### src/rtl/bsram_pkg.sv
package bsram_pkg;
    localparam int OP_W = 6;

    typedef enum logic [2:0] {
        ST_IDLE,
        ST_CLEAR,
        ST_LOAD_ADR,
        ST_WRITE,
        ST_READ
    } ram_state_e;

    localparam logic [OP_W-1:0] OP_CLEAR    = 6'h01;
    localparam logic [OP_W-1:0] OP_LOAD_ADR = 6'h02;
    localparam logic [OP_W-1:0] OP_WR_ADR   = 6'h03;
    localparam logic [OP_W-1:0] OP_RD_ADR   = 6'h04;
    localparam logic [OP_W-1:0] OP_WR_N     = 6'h05;
    localparam logic [OP_W-1:0] OP_RD_N     = 6'h06;
endpackage

### src/rtl/bsram_bit_timer.sv
module bsram_bit_timer #(
    parameter int WORD = 56,
    localparam int PW = $clog2(WORD)
) (
    input  logic          clk,
    input  logic          rst_n,
    input  logic          word_sync,
    output logic [PW-1:0] pos,
    output logic          last,
    output logic          abort
);
    logic [PW-1:0] next_q;

    always_comb begin
        pos   = word_sync ? '0 : next_q;
        last  = (pos == PW'(WORD - 1));
        abort = word_sync && (next_q != '0);
    end

    always_ff @(posedge clk or negedge rst_n) begin
        if (!rst_n)
            next_q <= '0;
        else
            next_q <= last ? '0 : pos + 1'b1;
    end


    wrap_chk: assert property (@(posedge clk) disable iff (!rst_n)
        last |=> (pos == '0));
endmodule

### src/rtl/bsram_instr_capture.sv
module bsram_instr_capture #(
    parameter int IW   = 10,
    parameter int WORD = 56,
    localparam int PW = $clog2(WORD)
) (
    input  logic          clk,
    input  logic          rst_n,
    input  logic          inst_bit,
    input  logic [PW-1:0] pos,
    output logic [IW-1:0] instr
);
    always_ff @(posedge clk or negedge rst_n) begin
        if (!rst_n) begin
            instr <= '0;
        end else begin
            for (int i = 0; i < IW; i++) begin
                if (pos == PW'(i))
                    instr[i] <= inst_bit;
            end
        end
    end
endmodule

### src/rtl/bsram_store.sv
module bsram_store #(
    parameter int REGS = 16,
    parameter int WORD = 56,
    localparam int AW = $clog2(REGS)
) (
    input  logic            clk,
    input  logic            rst_n,
    input  logic            clr,
    input  logic            we,
    input  logic [AW-1:0]   waddr,
    input  logic [WORD-1:0] wdata,
    input  logic [AW-1:0]   raddr,
    output logic [WORD-1:0] rdata
);
    logic [WORD-1:0] mem [REGS];

    always_ff @(posedge clk or negedge rst_n) begin
        if (!rst_n) begin
            for (int g = 0; g < REGS; g++) mem[g] <= '0;
        end else if (clr) begin
            for (int g = 0; g < REGS; g++) mem[g] <= '0;
        end else if (we) begin
            for (int g = 0; g < REGS; g++)
                if (waddr == AW'(g)) mem[g] <= wdata;
        end
    end

    assign rdata = mem[raddr];


    clear_zero_chk: assert property (@(posedge clk) disable iff (!rst_n)
        clr |=> (rdata == '0));

    clr_we_excl_chk: assert property (@(posedge clk) disable iff (!rst_n)
        !(clr && we));
endmodule

### src/rtl/bit_serial_ram.sv
module bit_serial_ram #(
    parameter int REGS = 16,
    parameter int WORD = 56
) (
    input  logic clk,
    input  logic rst_n,
    input  logic word_sync,
    input  logic inst_bit,
    input  logic bus_in,
    output logic bus_out,
    output logic bus_oe
);
    import bsram_pkg::*;

    localparam int AW = $clog2(REGS);
    localparam int IW = OP_W + AW;
    localparam int PW = $clog2(WORD);

    logic [PW-1:0]   pos;
    logic            last;
    logic            abort;
    logic [IW-1:0]   instr;
    logic [OP_W-1:0] opcode;

    ram_state_e state_q, state_d;
    logic [AW-1:0]   n_q, n_d;
    logic            use_n_q, use_n_d;
    logic [AW-1:0]   addr_q;
    logic [WORD-1:0] shift_q;
    logic [WORD-1:0] word_in;
    logic [AW-1:0]   target;
    logic [WORD-1:0] rdata;
    logic            we, clr, ld_adr;

    bsram_bit_timer #(.WORD(WORD)) u_timer (
        .clk(clk), .rst_n(rst_n), .word_sync(word_sync),
        .pos(pos), .last(last), .abort(abort)
    );

    bsram_instr_capture #(.IW(IW), .WORD(WORD)) u_instr (
        .clk(clk), .rst_n(rst_n), .inst_bit(inst_bit),
        .pos(pos), .instr(instr)
    );

    bsram_store #(.REGS(REGS), .WORD(WORD)) u_store (
        .clk(clk), .rst_n(rst_n), .clr(clr), .we(we),
        .waddr(target), .wdata(word_in), .raddr(target), .rdata(rdata)
    );

    // Decode of the instruction gathered during the current cycle
    assign opcode = instr[IW-1:AW];

    always_comb begin
        n_d     = instr[AW-1:0];
        use_n_d = 1'b0;
        unique case (opcode)
            OP_CLEAR:    state_d = ST_CLEAR;
            OP_LOAD_ADR: state_d = ST_LOAD_ADR;
            OP_WR_ADR:   state_d = ST_WRITE;
            OP_RD_ADR:   state_d = ST_READ;
            OP_WR_N:   begin state_d = ST_WRITE; use_n_d = 1'b1; end
            OP_RD_N:   begin state_d = ST_READ;  use_n_d = 1'b1; end
            default:     state_d = ST_IDLE;
        endcase
    end

    // State register: decode-at-word-end, abort-on-early-sync, hold
    always_ff @(posedge clk or negedge rst_n) begin
        if (!rst_n) begin
            state_q <= ST_IDLE;
            n_q     <= '0;
            use_n_q <= 1'b0;
        end else if (abort) begin
            state_q <= ST_IDLE;
        end else if (last) begin
            state_q <= state_d;
            n_q     <= n_d;
            use_n_q <= use_n_d;
        end
    end

    // Serial intake of the C word, least-significant bit first
    always_ff @(posedge clk or negedge rst_n) begin
        if (!rst_n)
            shift_q <= '0;
        else if (state_q == ST_WRITE || state_q == ST_LOAD_ADR)
            shift_q <= {bus_in, shift_q[WORD-1:1]};
    end

    assign word_in = {bus_in, shift_q[WORD-1:1]};
    assign target  = use_n_q ? n_q : addr_q;

    // Output process
    always_comb begin
        we      = 1'b0;
        clr     = 1'b0;
        ld_adr  = 1'b0;
        bus_oe  = 1'b0;
        unique case (state_q)
            ST_IDLE:     ;
            ST_CLEAR:    clr    = last && !abort;
            ST_LOAD_ADR: ld_adr = last && !abort;
            ST_WRITE:    we     = last && !abort;
            ST_READ:     bus_oe = !abort;
            default:     ;
        endcase
        bus_out = bus_oe & rdata[pos];
    end

    always_ff @(posedge clk or negedge rst_n) begin
        if (!rst_n)
            addr_q <= '0;
        else if (ld_adr)
            addr_q <= word_in[AW-1:0];
    end


    read_start_chk: assert property (@(posedge clk) disable iff (!rst_n)
        $rose(bus_oe) |-> (pos == '0));

    read_hold_chk: assert property (@(posedge clk) disable iff (!rst_n)
        (bus_oe && !last) |=> (bus_oe || abort));

    read_end_chk: assert property (@(posedge clk) disable iff (!rst_n)
        $fell(bus_oe) |-> ($past(last) || abort));

    abort_no_write_chk: assert property (@(posedge clk) disable iff (!rst_n)
        abort |-> !(we || clr || ld_adr));

    addr_hold_chk: assert property (@(posedge clk) disable iff (!rst_n)
        !$stable(addr_q) |-> $past(state_q == ST_LOAD_ADR));
endmodule

### config.mk
export PLATFORM = sky130hd
export DESIGN_NAME = bit_serial_ram
export DESIGN_NICKNAME = d
export VERILOG_FILES = /design/src/rtl/bsram_pkg.sv /design/src/rtl/bsram_bit_timer.sv /design/src/rtl/bsram_instr_capture.sv /design/src/rtl/bsram_store.sv /design/src/rtl/bit_serial_ram.sv
export SDC_FILE = /design/constraint.sdc
export NUM_CORES = 2
export LEC_CHECK = 0
export BUFFER_PORTS_ARGS = -buffer_cell sky130_fd_sc_hd__clkbuf_2
export CORE_UTILIZATION = 35
export CTS_BUF_LIST = sky130_fd_sc_hd__clkbuf_4
export DETAILED_ROUTE_END_ITERATION = 7
export GPL_TIMING_DRIVEN = 0
export SKIP_LAST_GASP = 1
export SLEW_MARGIN = 20
export SYNTH_ARGS = -nofsm -noshare
export SYNTH_HDL_FRONTEND = slang
export SYNTH_HIERARCHICAL = 1
export SYNTH_SLANG_ARGS = --single-unit
### constraint.sdc
create_clock -name clk -period 4.7 [get_ports clk]
set_input_delay 0.94 -clock clk [delete_from_list [all_inputs] [get_ports clk]]
set_output_delay 0.94 -clock clk [all_outputs]
set_load 0.03 [all_outputs]
After elaboration in Yosys (flattened, before gate mapping)
Index checks and enable logic that the tools add are counted.
Operators by class
  add/sub/neg operators: 1
  magnitude comparators: 2
  equal/unequal tests: 35
  multiplexer cells: 34
  bitwise gates (word level): 3
  reductions and logical operators: 45
Operators by type and width (number)
  two-way mux 896 bit: 2
  two-way mux 56 bit: 18
  binary-select mux 56 bit (select 4 bit): 1
  equality test 6 x 3 -> 1 bit (second input constant): 7
  nonzero test 2 bit: 18
  AND reduction 2 bit: 17
  equality test 4 bit (second input constant): 8
  equality test 6 x 2 -> 1 bit (second input constant): 4
  equality test 4 x 3 -> 1 bit (second input constant): 4
  equality test 6 x 1 -> 1 bit (second input constant): 2
  equality test 6 x 4 -> 1 bit (second input constant): 2
  two-way mux 6 bit: 2
  case mux 3 bit (4 select lines): 1
  equality test 4 x 2 -> 1 bit (second input constant): 2
  less-than comparator 6 x 7 -> 1 bit (second input constant): 1
  adder 6 x 1 -> 6 bit (second input constant): 1
  binary-select mux 1 bit (select 6 bit): 1
  equality test 3 x 2 -> 1 bit (second input constant): 2
  equality test 6 bit (second input constant): 1
  zero test 6 bit: 1
  two-way mux 1 bit: 6
  two-way mux 3 bit: 2
  nonzero test 6 bit: 1
  OR reduction 2 bit: 3
  other kinds (12): 13
Storage, ports and cells
  register bits after elaboration: 980
  bits of input ports: 5
  output and inout port bits: 2
  logic and storage cells: 152

Depth between registers and ports, before layout
  depth in word-level cells: 8
  mapped depth: 15
  mapped depth without buffers: 9

Cells and area by module
The synthesis kept the hierarchy.
By module, submodules not included
  bsram_store: instances 1, cells each 4678, area an instance 44970.6 um2, seq. area each 22421.5 um2
  bit_serial_ram: instances 1, cells each 210, area an instance 3138.0 um2, seq. area each 1676.6 um2
  bsram_instr_capture: instances 1, cells each 37, area an instance 495.5 um2, seq. area each 250.2 um2
  bsram_bit_timer: instances 1, cells each 38, area an instance 354.1 um2, seq. area each 150.1 um2

Worst setup path after synthesis
No wires, ideal clock.
  kind: input to register
  start point: input word_sync
  end point: register u_store/mem[779] in the netlist's numbering
  setup time: 0.136 ns
  arrival time: 4.306 ns
  data required time: 4.564 ns
  setup slack: 0.258 ns
  stages: 15
  path buffers: 6
  cells stage by stage: clkbuf_1 nor2b_1 ha_1 nand3_1 nor4_1 nor2b_1 and4b_1 buf_4 or3b_1 buf_2 buf_6 buf_6 buf_6 o21ai_1 a21oi_1
Between the ends
  cells in the longest elaborated chain, start to end: 6
  elaborated cells on any way between the ends: 11
  classes of those cells: eq/ne: 1; mux: 4; reduce/logical: 6
RTL lines
  start: declaration: RTL line bit_serial_ram.sv:7  | input logic word_sync,
  two-way mux 6 bit: RTL line bsram_bit_timer.sv:15  | pos = word_sync ? '0 : next_q;
  named net pos[0]: RTL line bit_serial_ram.sv:19  | logic [PW-1:0] pos;
  equality test 6 bit: RTL line bsram_bit_timer.sv:16  | last = (pos == PW'(WORD - 1));
  named net last: RTL line bit_serial_ram.sv:20  | logic last;
  logical AND 1 bit: RTL line bit_serial_ram.sv:103  | ST_WRITE: we = last && !abort;
  two-way mux 1 bit: RTL line bit_serial_ram.sv:99  | unique case (state_q)
  named net we: RTL line bit_serial_ram.sv:33  | logic we, clr, ld_adr;
  nonzero test 2 bit (no source line)
  AND reduction 2 bit (no source line)
  end signal: indexed assignment: RTL line bsram_store.sv:24  | if (waddr == AW'(g)) mem[g] <= wdata;
  end: declaration: RTL line bsram_store.sv:15  | logic [WORD-1:0] mem [REGS];
The timed path passes the listed nets, and every way through them passes these cells.
A chain may end at the register's enable or synchronous reset.

Worst setup path after layout
  start point: register n_q[0]
  end point: output bus_out
Between the ends
  cells in the longest elaborated chain, start to end: 8
RTL lines
  start: declaration: RTL line bit_serial_ram.sv:26  | logic [AW-1:0] n_q, n_d;
  start signal: assignment: RTL line bit_serial_ram.sv:77  | n_q <= n_d;
  two-way mux 4 bit: RTL line bit_serial_ram.sv:91  | assign target = use_n_q ? n_q : addr_q;
  named net target[0]: RTL line bit_serial_ram.sv:31  | logic [AW-1:0] target;
  NOT 4 -> 5 bit (not written as such): RTL line bsram_store.sv:28  | assign rdata = mem[raddr];
  binary-select mux 56 bit (select 4 bit): RTL line bsram_store.sv:28
  two-way mux 56 bit (not written as such) (2 in a row): RTL line bsram_store.sv:28
  named net rdata[41]: RTL line bit_serial_ram.sv:32  | logic [WORD-1:0] rdata;
  binary-select mux 1 bit (select 6 bit): RTL line bit_serial_ram.sv:107  | bus_out = bus_oe & rdata[pos];
  two-way mux 1 bit (not written as such): RTL line bit_serial_ram.sv:107
  bitwise AND 1 bit: RTL line bit_serial_ram.sv:107
  end: declaration: RTL line bit_serial_ram.sv:10  | output logic bus_out,
The timed path passes the listed nets, and every way through them passes these cells. The select of a mux whose other input is x is not followed.

==> metrics.yaml <==
status:
  outcome: "finished with violations"
  failed_checks: "setup timing"
synthesis:
  synth_area_per_cell_um2: 9.86
  ys_async_sr_fraction_pct: 100
  synth_cells: 4963
  ys_top_cells_by_area: "dfrtp_1 50%, mux4_2 11%, nand3_1 9.3%"
  yosysWarnings: 6
  syn_nets: 4969
  yosysTopAreaCell: "dfrtp_1"
  ys_types: 56
  syn_area_um2: 49000
  ys_seq_area_share_pct: 50.0
  synth-seq-cells: 979
  synth-main-ff-cell: "dfrtp_1"
  synth_enable_flop_cells: 0
  synth_top_area_share_pct: 50.0
critical_path:
  path_cells: "mux2_4 > bufbuf_16 > buf_12 > mux4_2 > a22oi_2 > nand2_1 > mux4_2 > mux2i_4 > o311ai_2 > o2111a_2 > clkbuf_8"
  cp-start-kind: "flip-flop"
  crit_fanout: 10
  end_kind: "output pin"
  cpMostUsedCell: "mux4_2"
  required_ns: 3.76
  cp_slowest_stage_delay_ns: 0.58
  crit_type: "reg -> out"
  cp_slowest_cell: "mux4_2"
  arrival_ns: 4.88
timing:
  hold_violations: 0
  maxSlewViolCount: 0
  worst_slack_ns: -1.12
  min_period_over_period_pct: 124
  tightest_slew_ns: 0.997
  relSlewSlack_pct: 33.5
  fin_crit_ns: 5.82
  setup_violations: 1
  skew_ns: 0.0771
  rsz0062_at_grt: "yes"
  timing.fmax_ghz: 0.172
  tns_ns: -1.12
detailed_routing:
  drt_iter0_drc: 6709
  antenna_left: 0
  route.detailed.vias_per_inst: 6.25
  drc: 0
  vias: 45900
  wl_per_cell_um: 26.8
  wl_um: 197000
  firstDrtPassIters: 8
clocking:
  cts_made_buffers: 297
  cts_root_buffer: "clkbuf_4"
  clkLatencyLatePin_ns: 1.17
  clock-sinks: 979
  h-tree-depth: 5
  clk_pin_slew_ns: 0.07
  tritoncts: "yes"
  cts.path.max_buffers: 4
worst_hold_path:
  hp-class: "in -> reg"
floorplan:
  die_w_um: 376
  die_area_um2: 141000
  pin_count: 7
  initial_utilization_pct: 35.4
  die_h_um: 376
  rows: 136
  core_um2: 138000
placed_design:
  portBuffers: 5
  place.gp.congestion: 0.974
  dp_slack_ns: -1.95
  place_hpwl_um: 141000
  dpl-instance-area_um2: 51700
pwr:
  powerDensity_nw_per_um2: 299
  p_leak_nw: 22.9
  design_power_total_mw: 16.7
  peakVddDrop_uv: 205
flow_run:
  cap_violations: 0
finish:
  post-route-util_pct: 40.4
  syn2layout_area_growth_pct: 14.1
  drive_gt1_share_pct: 19.0
  finalNetCount: 5301
  stdcell_area_um2: 55800
global_route:
  grt_overflow: 0
  grt_max_degree: 90
  grt_pass1_vias: 44300
  track_usage_pct: 27.5
  grt_first_pass_wirelength_um: 290000
  antenna_found_initial: 6
cells in the mapped netlist (2+ instances only):
master and number:
a21oi_1 901, a22oi_1 112, a31oi_1 2, and2_1 2, and3b_1 2, buf_1 30, buf_2 117, buf_4 16
buf_6 17, clkbuf_1 514, clkbuf_2 4, dfrtp_1 979, mux2_1 4, mux2_2 65, mux2_4 4, mux2i_1 6
mux4_1 7, mux4_2 231, nand2_1 80, nand2b_1 7, nand3_1 906, nand3b_1 4, nand4_1 2, nor2_1 7
nor2b_1 13, nor3_1 2, nor4_1 2, nor4b_1 2, o211ai_1 2, o21ai_0 837, o21ai_1 61
flip-flops by register name (all words and copies together), names as in the netlist:
name and cells:
u_store/mem 896, u_instr/instr 10, n_q 4, u_timer/next_q 6, use_n_q 1, addr_q 4
state_q 3, shift_q 55
stage by stage:
step	std cells	hold WS (ns)
after floorplan	4963	0.435
after global placement	6831	0.459
after detailed placement	6843	0.465
after CTS	7326	0.0725
after global routing	7336	0.140
final	7341	0.191
routing by layer:
metal  routed length (um)  GRT usage, %  vias to the layer above
met3                23600          7.53                      616
met2                86000          40.0                     3242
met5                    0             0                        -
li1                     -             -                    19100
met1                75500          36.4                    23000
met4                11900          16.6                        0
worst max-delay path, delay by kind of cell (launching register included):
family                 cells  cell delay (ns)
AO/OA/AOI/OAI              3             0.68
flip-flops                 1             0.49
multiplexers               4             1.71
AND/OR/NAND/NOR            1             0.14
buffers and inverters      3             0.67
timing repair:
item | in CTS | in global routing
buffers inserted | 8 | 7
endpoints found under the setup margin | 897 | 750
pin swaps | 4 | 5
hold buffers | 1 | 0
hold endpoints to repair | 71 | 0
gates resized for setup | 171 | 71
cloned | 2 | 0
where the power goes:
| part | switching [mW] | total [mW] | internal, mW |
|---|---|---|---|
| logic | 0.243 | 0.337 | 0.0940 |
| registers | 0.0282 | 8.49 | 8.46 |
| clock network | 3.77 | 7.85 | 4.08 |
kinds of logic after synthesis:
logic type                 count (synthesis)  synth area share, %
AOI/OAI and AO/OA                       1921                 20.3
and+or+nand+nor                         1043                 10.7
DFF                                      979                 50.0
buffers and inverters                    700                 6.06
muxes                                    317                 12.8
xor gates and xnor gates                   2               0.0358
adders and majority gates                  1               0.0256
layout by cell type (no fill, tap or decap), types with 39 or more instances in the layout:
| master | count |
|---|---|
| nand3_1 | 905 |
| clkbuf_4 | 429 |
| a21oi_1 | 901 |
| clkbuf_1 | 454 |
| clkbuf_2 | 57 |
| mux4_2 | 231 |
| mux2_2 | 63 |
| o21ai_1 | 61 |
| nand2_1 | 78 |
| dfrtp_1 | 977 |
| clkinv_1 | 39 |
| o21ai_0 | 837 |
| a22oi_1 | 86 |
| buf_2 | 104 |
worst paths after layout:
kind,start,to,slack (ns),depth (start not counted)
max,n_q[0],bus_out,-1.12,11
min,word_sync,u_timer/next_q[2],0.19,3
max reg2reg,u_timer/next_q[1],u_store/mem[618],0.28,13
min reg2reg,n_q[3],n_q[3],0.48,2
max in group asynchronous,rst_n,u_store/mem[602],1.92,7
min in group asynchronous,rst_n,u_store/mem[175],0.39,2
area by class of cell:
cell class / count / area (um2)
Timing Repair Buffer: 34 / 569
Fill cell: 13900 / 82300
Inverter: 2 / 7.51
Buffer: 696 / 3320
Tap cell: 1863 / 2330
Clock buffer: 422 / 3170
Multi-Input combinational cell: 3285 / 21700
Clock inverter: 52 / 203
Sequential cell: 979 / 24500
Antenna cell: 8 / 20.0
No activity file was read; power rests on OpenSTA's default activity.
